$ cat src/rtl/pst_pkg.sv
package pst_pkg;
  typedef enum logic {
    PST_IDLE = 1'b0,
    PST_SCAN = 1'b1
  } pst_state_e;
endpackage

$ cat src/rtl/pst_buf.sv
module pst_buf #(
  parameter int W     = 64,
  parameter int DEPTH = 8,
  parameter int IDX_W = 3
) (
  input  logic             clk,
  input  logic             rst_n,
  input  logic             we,
  input  logic [IDX_W-1:0] wr_slot,
  input  logic [W-1:0]     wr_data,
  input  logic [IDX_W-1:0] rd_slot,
  output logic [W-1:0]     rd_data
);
  logic [W-1:0] mem_q [DEPTH];

  for (genvar g = 0; g < DEPTH; g++) begin : g_slot
    always_ff @(posedge clk or negedge rst_n) begin
      if (!rst_n)
        mem_q[g] <= '0;
      else if (we && (wr_slot == IDX_W'(g)))
        mem_q[g] <= wr_data;
    end
  end

  assign rd_data = mem_q[rd_slot];
endmodule

$ cat src/rtl/pst_step.sv
module pst_step #(
  parameter int           W    = 64,
  parameter logic [W-1:0] POLY = '0
) (
  input  logic [W-1:0] cur,
  output logic [W-1:0] nxt
);
  logic [W-1:0] shifted;

  always_comb begin
    shifted = {cur[W-2:0], 1'b0};
    nxt     = cur[W-1] ? (shifted ^ POLY) : shifted;
  end
endmodule

$ cat src/rtl/pst_ctrl.sv
module pst_ctrl
  import pst_pkg::*;
#(
  parameter int           W          = 64,
  parameter int           DEPTH      = 8,
  parameter int           MATCH_GOAL = 2,
  parameter int           LOOP_MAX   = 16,
  parameter logic [W-1:0] SEED       = '1,
  parameter int           IDX_W      = 3,
  parameter int           LOOP_W     = 5
) (
  input  logic              clk,
  input  logic              rst_n,
  input  logic              start,
  input  logic              hit,
  input  logic [W-1:0]      exp_nxt,
  output logic [W-1:0]      exp_q,
  output logic [IDX_W-1:0]  slot_q,
  output logic              busy,
  output logic              done,
  output logic              pass,
  output logic [LOOP_W-1:0] loops_used
);
  localparam int CNT_W = $clog2((DEPTH - 1) * LOOP_MAX + MATCH_GOAL + 1);
  localparam logic [IDX_W-1:0]  LAST_SLOT = IDX_W'(DEPTH - 1);
  localparam logic [LOOP_W-1:0] LAST_ITER = LOOP_W'(LOOP_MAX - 1);
  localparam logic [CNT_W-1:0]  GOAL      = CNT_W'(MATCH_GOAL);

  pst_state_e        state_q;
  logic [CNT_W-1:0]  total_q;
  logic [CNT_W-1:0]  total_now;
  logic [LOOP_W-1:0] iter_q;

  assign total_now = total_q + CNT_W'(hit);
  assign busy      = (state_q == PST_SCAN);

  always_ff @(posedge clk or negedge rst_n) begin
    if (!rst_n) begin
      state_q    <= PST_IDLE;
      total_q    <= '0;
      iter_q     <= '0;
      slot_q     <= IDX_W'(1);
      exp_q      <= SEED;
      done       <= 1'b0;
      pass       <= 1'b0;
      loops_used <= '0;
    end else begin
      done <= 1'b0;
      case (state_q)
        PST_IDLE: begin
          if (start) begin
            state_q    <= PST_SCAN;
            total_q    <= '0;
            iter_q     <= '0;
            slot_q     <= IDX_W'(1);
            exp_q      <= SEED;
            pass       <= 1'b0;
            loops_used <= '0;
          end
        end
        PST_SCAN: begin
          total_q <= total_now;
          if (slot_q != LAST_SLOT) begin
            slot_q <= slot_q + IDX_W'(1);
          end else if (total_now >= GOAL) begin
            state_q    <= PST_IDLE;
            done       <= 1'b1;
            pass       <= 1'b1;
            loops_used <= iter_q;
          end else if (iter_q == LAST_ITER) begin
            state_q    <= PST_IDLE;
            done       <= 1'b1;
            pass       <= 1'b0;
            loops_used <= LOOP_W'(LOOP_MAX);
          end else begin
            iter_q <= iter_q + LOOP_W'(1);
            slot_q <= IDX_W'(1);
            exp_q  <= exp_nxt;
          end
        end
        default: state_q <= PST_IDLE;
      endcase
    end
  end
endmodule

$ cat src/rtl/polyseq_selftest.sv
module polyseq_selftest #(
  parameter int           W          = 64,
  parameter int           DEPTH      = 8,
  parameter int           MATCH_GOAL = 2,
  parameter int           LOOP_MAX   = 16,
  parameter logic [W-1:0] SEED       = 64'h9E37_79B9_7F4A_7C15,
  parameter logic [W-1:0] POLY       = 64'h231D_CEE9_1262_B8A3,
  localparam int          IDX_W      = (DEPTH > 1) ? $clog2(DEPTH) : 1,
  localparam int          LOOP_W     = $clog2(LOOP_MAX + 1)
) (
  input  logic              clk,
  input  logic              rst_n,
  input  logic              wr_valid,
  output logic              wr_ready,
  input  logic [IDX_W-1:0]  wr_slot,
  input  logic [W-1:0]      wr_data,
  input  logic              start,
  output logic              busy,
  output logic              done,
  output logic              pass,
  output logic [LOOP_W-1:0] loops_used
);
  logic [W-1:0]     exp_q;
  logic [W-1:0]     exp_nxt;
  logic [W-1:0]     rd_data;
  logic [IDX_W-1:0] slot_q;
  logic             hit;

  assign wr_ready = !busy;
  assign hit      = (rd_data == exp_q);

  pst_buf #(.W(W), .DEPTH(DEPTH), .IDX_W(IDX_W)) u_buf (
    .clk     (clk),
    .rst_n   (rst_n),
    .we      (wr_valid && wr_ready),
    .wr_slot (wr_slot),
    .wr_data (wr_data),
    .rd_slot (slot_q),
    .rd_data (rd_data)
  );

  pst_step #(.W(W), .POLY(POLY)) u_step (
    .cur (exp_q),
    .nxt (exp_nxt)
  );

  pst_ctrl #(
    .W(W), .DEPTH(DEPTH), .MATCH_GOAL(MATCH_GOAL), .LOOP_MAX(LOOP_MAX),
    .SEED(SEED), .IDX_W(IDX_W), .LOOP_W(LOOP_W)
  ) u_ctrl (
    .clk        (clk),
    .rst_n      (rst_n),
    .start      (start),
    .hit        (hit),
    .exp_nxt    (exp_nxt),
    .exp_q      (exp_q),
    .slot_q     (slot_q),
    .busy       (busy),
    .done       (done),
    .pass       (pass),
    .loops_used (loops_used)
  );
endmodule

$ cat config.mk
export PLATFORM = sky130hd
export DESIGN_NAME = polyseq_selftest
export DESIGN_NICKNAME = d
export VERILOG_FILES = /design/src/rtl/pst_pkg.sv /design/src/rtl/pst_buf.sv /design/src/rtl/pst_step.sv /design/src/rtl/pst_ctrl.sv /design/src/rtl/polyseq_selftest.sv
export SDC_FILE = /design/constraint.sdc
export NUM_CORES = 1
export LEC_CHECK = 0
export BUFFER_PORTS_ARGS = -buffer_cell sky130_fd_sc_hd__buf_2
export CAP_MARGIN = 20
export CORE_ASPECT_RATIO = 0.5
export CORE_MARGIN = 3
export CORE_UTILIZATION = 45
export DETAILED_ROUTE_END_ITERATION = 8
export GPL_TIMING_DRIVEN = 1
export PLACE_DENSITY = 0.64
export SLEW_MARGIN = 20
export SYNTH_ARGS = -nofsm -noshare
export SYNTH_HDL_FRONTEND = slang
export SYNTH_SLANG_ARGS = --single-unit
$ cat constraint.sdc
create_clock -name clk -period 4.95 [get_ports clk]
set_clock_uncertainty 0.15 [all_clocks]
set_input_delay 0 -clock clk [delete_from_list [all_inputs] [get_ports clk]]
set_output_delay 0 -clock clk [all_outputs]
set_load 0.1 [all_outputs]
Word level (Yosys, flattened, before mapping)
Cells that the tools add are included.
{ "totals": {"regBits": 599, "in_bits": 71, "out_inout_bits": 9, "word_cells": 94} }
{ "op_classes": {"n_addsub": 3, "n_lt_le_gt_ge": 2, "eq_ne": 17, "n_mux": 39, "bitwise": 3, "n_reduce_logical": 14} }
{ "op_table": {"columns": ["op", "count"], "rows": [
  ["$mux W64", 6],
  ["$bmux W64 S3", 1],
  ["$pmux W64 S2", 1],
  ["$eq A64 B64 Y1", 1],
  ["$mux W62", 1],
  ["$mux W5", 7],
  ["$not A30 Y30", 1],
  ["$pmux W5 S2", 2],
  ["$pmux W7 S2", 1],
  ["$eq A3 B3 Y1 const B", 4],
  ["$mux W1", 12],
  ["$mux W3", 4],
  ["$ne A3 B3 Y1 const B", 4],
  ["$logic_and A1 B1 Y1", 9],
  ["$ne A2 B2 Y1 const B", 4],
  ["$add A7 B1 Y7", 1],
  ["$ge A7 B2 Y1 const B", 1],
  ["$mux W7", 1],
  ["$eq A3 B2 Y1 const B", 2],
  ["$pmux W3 S2", 1],
  ["$reduce_and A3 Y1", 2],
  ["$add A5 B1 Y5 const B", 1],
  ["$eq A5 B4 Y1 const B", 1],
  ["$ge A4 B4 Y1 const B", 1],
  ["other kinds (8)", 9]
]} }

Longest topological paths before layout
{ "depth": {"word_depth": 10, "mapped_depth": 21, "ltp_nobuf": 16} }

Hierarchy
From an unflattened synthesis, not the netlist that was laid out.
{ "hier_totals": {"cells_unflattened": 1913, "area_unflattened_um2": 28305.9} }
{ "modules_own_cells": {"columns": ["mod", "instances", "cells_per_inst", "area_each_um2", "seq_area_each_um2"], "rows": [
  ["pst_buf", 1, 1314, 22779.3, 12812.3],
  ["pst_ctrl", 1, 445, 4262.8, 2225.9],
  ["polyseq_selftest", 1, 87, 708.2, 0.0],
  ["pst_step", 1, 67, 555.5, 0.0]
]} }

Worst setup path after synthesis
Ideal clock, no wire load.
{ "synth_path": {"path_kind": "reg-to-reg", "startpoint": "register u_ctrl.slot_q[1]", "endpoint": "register u_ctrl.exp_q[0]", "setup_time_ps": 64, "arrival_ps": 4210, "required_time_ps": 4736, "path_slack_ps": 525, "path_stages_with_launch": 21, "path_buffers": 5, "period_less_slack_ps": 4425, "path_cell_list": "dfrtp_1 -> clkbuf_1 -> clkbuf_1 -> clkbuf_1 -> mux4_2 -> o21a_1 -> xor2_1 -> nor4_1 -> nand4_1 -> nor4_2 -> ha_1 -> ha_1 -> nand3_1 -> or3_1 -> nand4_1 -> nor2_1 -> nand4_1 -> buf_2 -> buf_1 -> nand2_1 -> nand3_1"} }
{ "synth_via": {"elab_chain_cells": 9, "word_cells_on_any_way": 11, "classes_between": "add/sub: 1; order compare: 1; eq/ne: 4; mux: 3; bitwise: 1; reduce/logical: 1"} }
{ "synth_rtl": {"columns": ["element", "line_no", "text"], "rows": [
  ["from (decl)", "pst_ctrl.sv:18", "output logic [IDX_W-1:0] slot_q,"],
  ["from (signal assigned)", "pst_ctrl.sv:64", "slot_q <= slot_q + IDX_W'(1);"],
  ["$not A3 Y4 (not written as such)", "pst_buf.sv:25", "assign rd_data = mem_q[rd_slot];"],
  ["$bmux W64 S3", "pst_buf.sv:25", null],
  ["$mux W64 (not written as such) (2 in a row)", "pst_buf.sv:25", null],
  ["$eq A64 B64 Y1", "polyseq_selftest.sv:30", "assign hit = (rd_data == exp_q);"],
  ["$add A7 B1 Y7", "pst_ctrl.sv:34", "assign total_now = total_q + CNT_W'(hit);"],
  ["$ge A7 B2 Y1", "pst_ctrl.sv:65", "end else if (total_now >= GOAL) begin"],
  ["$ne A2 B2 Y1 (no source line)", null, null],
  ["$reduce_and A4 Y1 (no source line) (*)", null, null],
  ["to (signal assigned)", "pst_ctrl.sv:78", "exp_q <= exp_nxt;"],
  ["to (decl)", "pst_ctrl.sv:17", "output logic [W-1:0] exp_q,"]
]} }
Mark *: on every way between the ends. The rest lies on a longest branch, timed or not. The select of a mux whose other input is x is not followed.
A chain may end at the register's enable or synchronous reset.

Final worst setup path
{ "layout_path": {"startpoint": "register u_ctrl.slot_q[0]", "endpoint": "register u_ctrl.exp_q[56]"} }
The elaborated chain is that of the path after synthesis.

==> results.json <==
{
  "slew-limit-headroom": 0.2303,
  "grt_max_degree": 162,
  "fin_crit_sh": 1.015,
  "finalWeightedCongestion": 0.7971,
  "critical_path_cell_count": 20,
  "setup.reg_to_reg.worst_slack_ns": -0.07,
  "slew_violations": 0,
  "synth_largest_type_area_fraction": 0.5105,
  "timing_hold_violations_final": 0,
  "switchingPower_w": 0.007150,
  "fin_ws_ns": -0.07274,
  "critical-path-top-delay-family": "simple AND/OR/NAND/NOR gates",
  "drt-total-wl_um": 67320,
  "netlist_top_cells_area": "sky130_fd_sc_hd__dfrtp_1 (51%), sky130_fd_sc_hd__mux2_2 (21%), sky130_fd_sc_hd__mux4_2 (5.3%), sky130_fd_sc_hd__mux2i_1 (4.7%), sky130_fd_sc_hd__dfstp_2 (3.7%)",
  "syn_inst": 1941,
  "clock_tree_from_tritoncts": "done",
  "number_of_distinct_library_cells_after_synthesis": 41,
  "rsz0062_at_grt": "yes",
  "clock_sinks": 599,
  "async_reset_ff_frac": 1.000,
  "clock_tree.buffer_depth": 3,
  "internal_power_w": 0.01339,
  "proportion_of_total_power_due_to_net_switching": 0.3481,
  "total_leakage_power_nw": 15.26,
  "htree_levels": 2,
  "synthesis.area_um2": 27450,
  "antenna_violating_nets_post_route": 0,
  "period_minus_slack_ns": 5.023,
  "grt_overflow_total": 0,
  "clock_latency_ns": 0.60,
  "critical_path_class": "flip-flop to flip-flop",
  "synth-edff-count": 0,
  "placed_instances": 2780,
  "port_buffer_cells": 79,
  "post_layout_nonfiller_instances": 2990,
  "fillCellCount": 4944,
  "die_height_um": 180.7,
  "critical_path.reg2reg.startpoint": "u_ctrl.slot_q[0]$_DFFE_PN1P_",
  "yosys-top-cells-count": "sky130_fd_sc_hd__dfrtp_1 (560), sky130_fd_sc_hd__mux2_2 (512), sky130_fd_sc_hd__mux2i_1 (128), sky130_fd_sc_hd__nand2_1 (91), sky130_fd_sc_hd__clkbuf_1 (84)",
  "synth_fp_nets": 2018,
  "failed_checks": "negative setup slack",
  "syn_avg_cell_area_um2": 14.14,
  "final_area_um2": 32670,
  "number_of_failing_setup_endpoints_in_the_final_timing_report": 35,
  "antenna_found_initial": 1,
  "m1WireLength_um": 32760,
  "critical-path-max-stage-delay_ns": 0.71,
  "detail_route.iter0.violations": 1147,
  "detailedPlacementHpwl_um": 39470,
  "maxCapViolations": 0,
  "pwr-share-comb": 0.415,
  "drc_violation_count_after_routing": 0,
  "layout.core_utilization": 0.5468,
  "ir_drop_mv": 0.3223,
  "fin_nets": 2214,
  "starting_density_of_the_core": 0.4595,
  "met2WireLength_um": 30500,
  "hp-class": "input port to flip-flop",
  "core_box_area_um2": 59750,
  "fmaxAchievable_mhz": 199.1,
  "placed_cell_area_um2": 29290,
  "wl_met3_um": 3029,
  "crit_path_cell_trace": "buf_12, buf_12, mux4_2, o21a_1, xor2_1, nor4_2, nand4_1, nor4_2, ha_2, ha_4, nand3_4, or3_4, nand4_1, buf_4, nor2_4, nand4_1, buf_6, buf_12, nand3_1, o31ai_2",
  "slowest_stage": "sky130_fd_sc_hd__dfstp_4",
  "viasPerCell": 5.621,
  "die_width_um": 355.3,
  "ys_dominant_reg_cell": "sky130_fd_sc_hd__dfrtp_1",
  "ratio_of_cells_with_drive_above_1_in_the_final_layout": 0.4460,
  "highest_layer": "met4",
  "total_power_w": 0.02054,
  "r2r-end": "u_ctrl.exp_q[56]$_DFFE_PN0P_",
  "critPathLaunch": "u_ctrl.slot_q[0]$_DFFE_PN1P_",
  "endpoint_kind": "flip-flop",
  "root_buffer": "sky130_fd_sc_hd__clkbuf_16",
  "critical_path_required_ns": 5.30,
  "route.detailed.wl_per_inst_um": 22.51,
  "worst-r2r-cell-count": 20,
  "critPathLaunchType": "flip-flop",
  "ys_seq_area_frac": 0.5478,
  "number_of_rows_in_the_core_area": 63,
  "num_io_pins": 80,
  "yosysMostFrequentCell": "sky130_fd_sc_hd__dfrtp_1",
  "power_density_nw_per_um2": 628.7,
  "worst_pin_slew_ns": 1.149,
  "synth.ff_latch_count": 599,
  "grt_first_pass_wirelength_um": 103100,
  "share_clk_of_total_power": 0.206,
  "clk_pin_slew_ns": 0.07,
  "outcome": "finished, violations left",
  "numCtsBuffers": 55,
  "via_count": 16810,
  "finalHoldWorstSlack_ns": 0.05773,
  "path_max_fanout": 7,
  "grtUsageTotal": 0.2039,
  "first_global_vias": 17330,
  "area_delta_synth_final_pct": 19.01,
  "path_buf_inv": 5,
  "p_seq_frac": 0.379,
  "worstSetupEndpoint": "u_ctrl.exp_q[56]$_DFFE_PN0P_",
  "firstDrtPassIters": 5,
  "post-synth-top-area-cell": "sky130_fd_sc_hd__dfrtp_1",
  "worst-endpoint-arrival_ns": 5.37,
  "synthesis.yosys.warnings": 0,
  "fp.dieArea_um2": 64180
}
## layout by cell type (no fill, tap or decap), types with 22 or more instances in the layout
cell type	n
sky130_fd_sc_hd__buf_2	78
sky130_fd_sc_hd__dfrtp_1	559
sky130_fd_sc_hd__nand3_1	22
sky130_fd_sc_hd__dlygate4sd3_1	67
sky130_fd_sc_hd__xnor2_1	32
sky130_fd_sc_hd__mux2_2	512
sky130_fd_sc_hd__mux4_2	64
sky130_fd_sc_hd__o21a_1	61
sky130_fd_sc_hd__clkbuf_16	63
sky130_fd_sc_hd__mux2i_1	128
sky130_fd_sc_hd__buf_4	78
sky130_fd_sc_hd__a22oi_1	64
sky130_fd_sc_hd__buf_12	31
sky130_fd_sc_hd__dfstp_2	38
sky130_fd_sc_hd__xor2_1	64
sky130_fd_sc_hd__nand2_1	83
## registers in the layout (all words and copies together) (netlist names)
name and flops:
u_ctrl.total_q 7, u_ctrl.exp_q 64, u_buf.mem_q 512, u_ctrl.pass 1, u_ctrl.slot_q 3, u_ctrl.loops_used 5, u_ctrl.busy 1, u_ctrl.done 1
u_ctrl.iter_q 5
## tightest hold or removal path: cells and delay by family
family,cells,cell delay (ns)
buf+inv,2,0.41
simple gates,1,0.06
mux,1,0.28
## final cells by class
class	count	area, um2	share of cell area
repair buffers	272	2624	0.08031
clock inverters	11	112.6	0.003447
diodes	1	2.502	0.00007659
well taps	812	1016	0.03110
clock buffers	86	1643	0.05028
multi-input cells	1203	12210	0.3736
inverters	6	22.52	0.0006893
flip-flops and latches	599	15050	0.4605
## through the flow
stage / worst slack, ns / TNS (ns)
global placement: -0.2050 / -5.701
CTS: 0.002837 / 0
detailed placement: -0.2455 / -6.847
global route: -0.3777 / -20.94
finish: -0.07274 / -1.303
floorplan: 0.5253 / 0
## cells by family after synthesis
logic type,count (synthesis),synth area share
mux,704,0.3092
flops,599,0.5478
simple gates,198,0.03537
compound gates,197,0.05027
buf+inv,139,0.02338
xor+xnor,98,0.03127
fa+ha+maj,6,0.002735
## what timing repair did
item,4_1_cts,5_1_grt
setup buffers,2,31
setup endpoints to repair,78,79
hold endpoints to repair,1098,0
resized for setup,8,74
hold buffers,68,0
cloned,0,11
pin swaps,3,24
## how the worst min path moves through the flow
stage	cells past startpoint	startpoint	end	slack, ns
finish	4	wr_slot[0]	u_buf.mem_q[99]$_DFFE_PN0P_	0.06
global route	4	wr_slot[0]	u_buf.mem_q[91]$_DFFE_PN0P_	0.07
CTS	4	wr_slot[0]	u_buf.mem_q[66]$_DFFE_PN0P_	0.04
detailed placement	1	rst_n	u_buf.mem_q[289]$_DFFE_PN0P_	-0.21
global placement	1	rst_n	u_buf.mem_q[289]$_DFFE_PN0P_	-0.21
floorplan	0	rst_n	u_buf.mem_q[0]$_DFFE_PN0P_	-0.45
## power groups by stage
stage / logic (W) / clock network, W / registers [W]
after floorplan: 0.00527 / 0 / 0.00763
after global placement: 0.00754 / 0 / 0.00776
after detailed placement: 0.00764 / 0 / 0.00782
after CTS: 0.00781 / 0.00432 / 0.00775
after global routing: 0.00912 / 0.00451 / 0.00800
final: 0.00852 / 0.00423 / 0.00779
## per-layer routing
| layer | track usage | vias to the layer above |
|---|---|---|
| met5 | 0 | - |
| met1 | 0.3091 | 8928 |
| met4 | 0.03355 | 0 |
| met3 | 0.03125 | 81 |
| met2 | 0.3152 | 311 |
| li1 | - | 7487 |
Note: power is estimated with default switching activity, not from simulation.
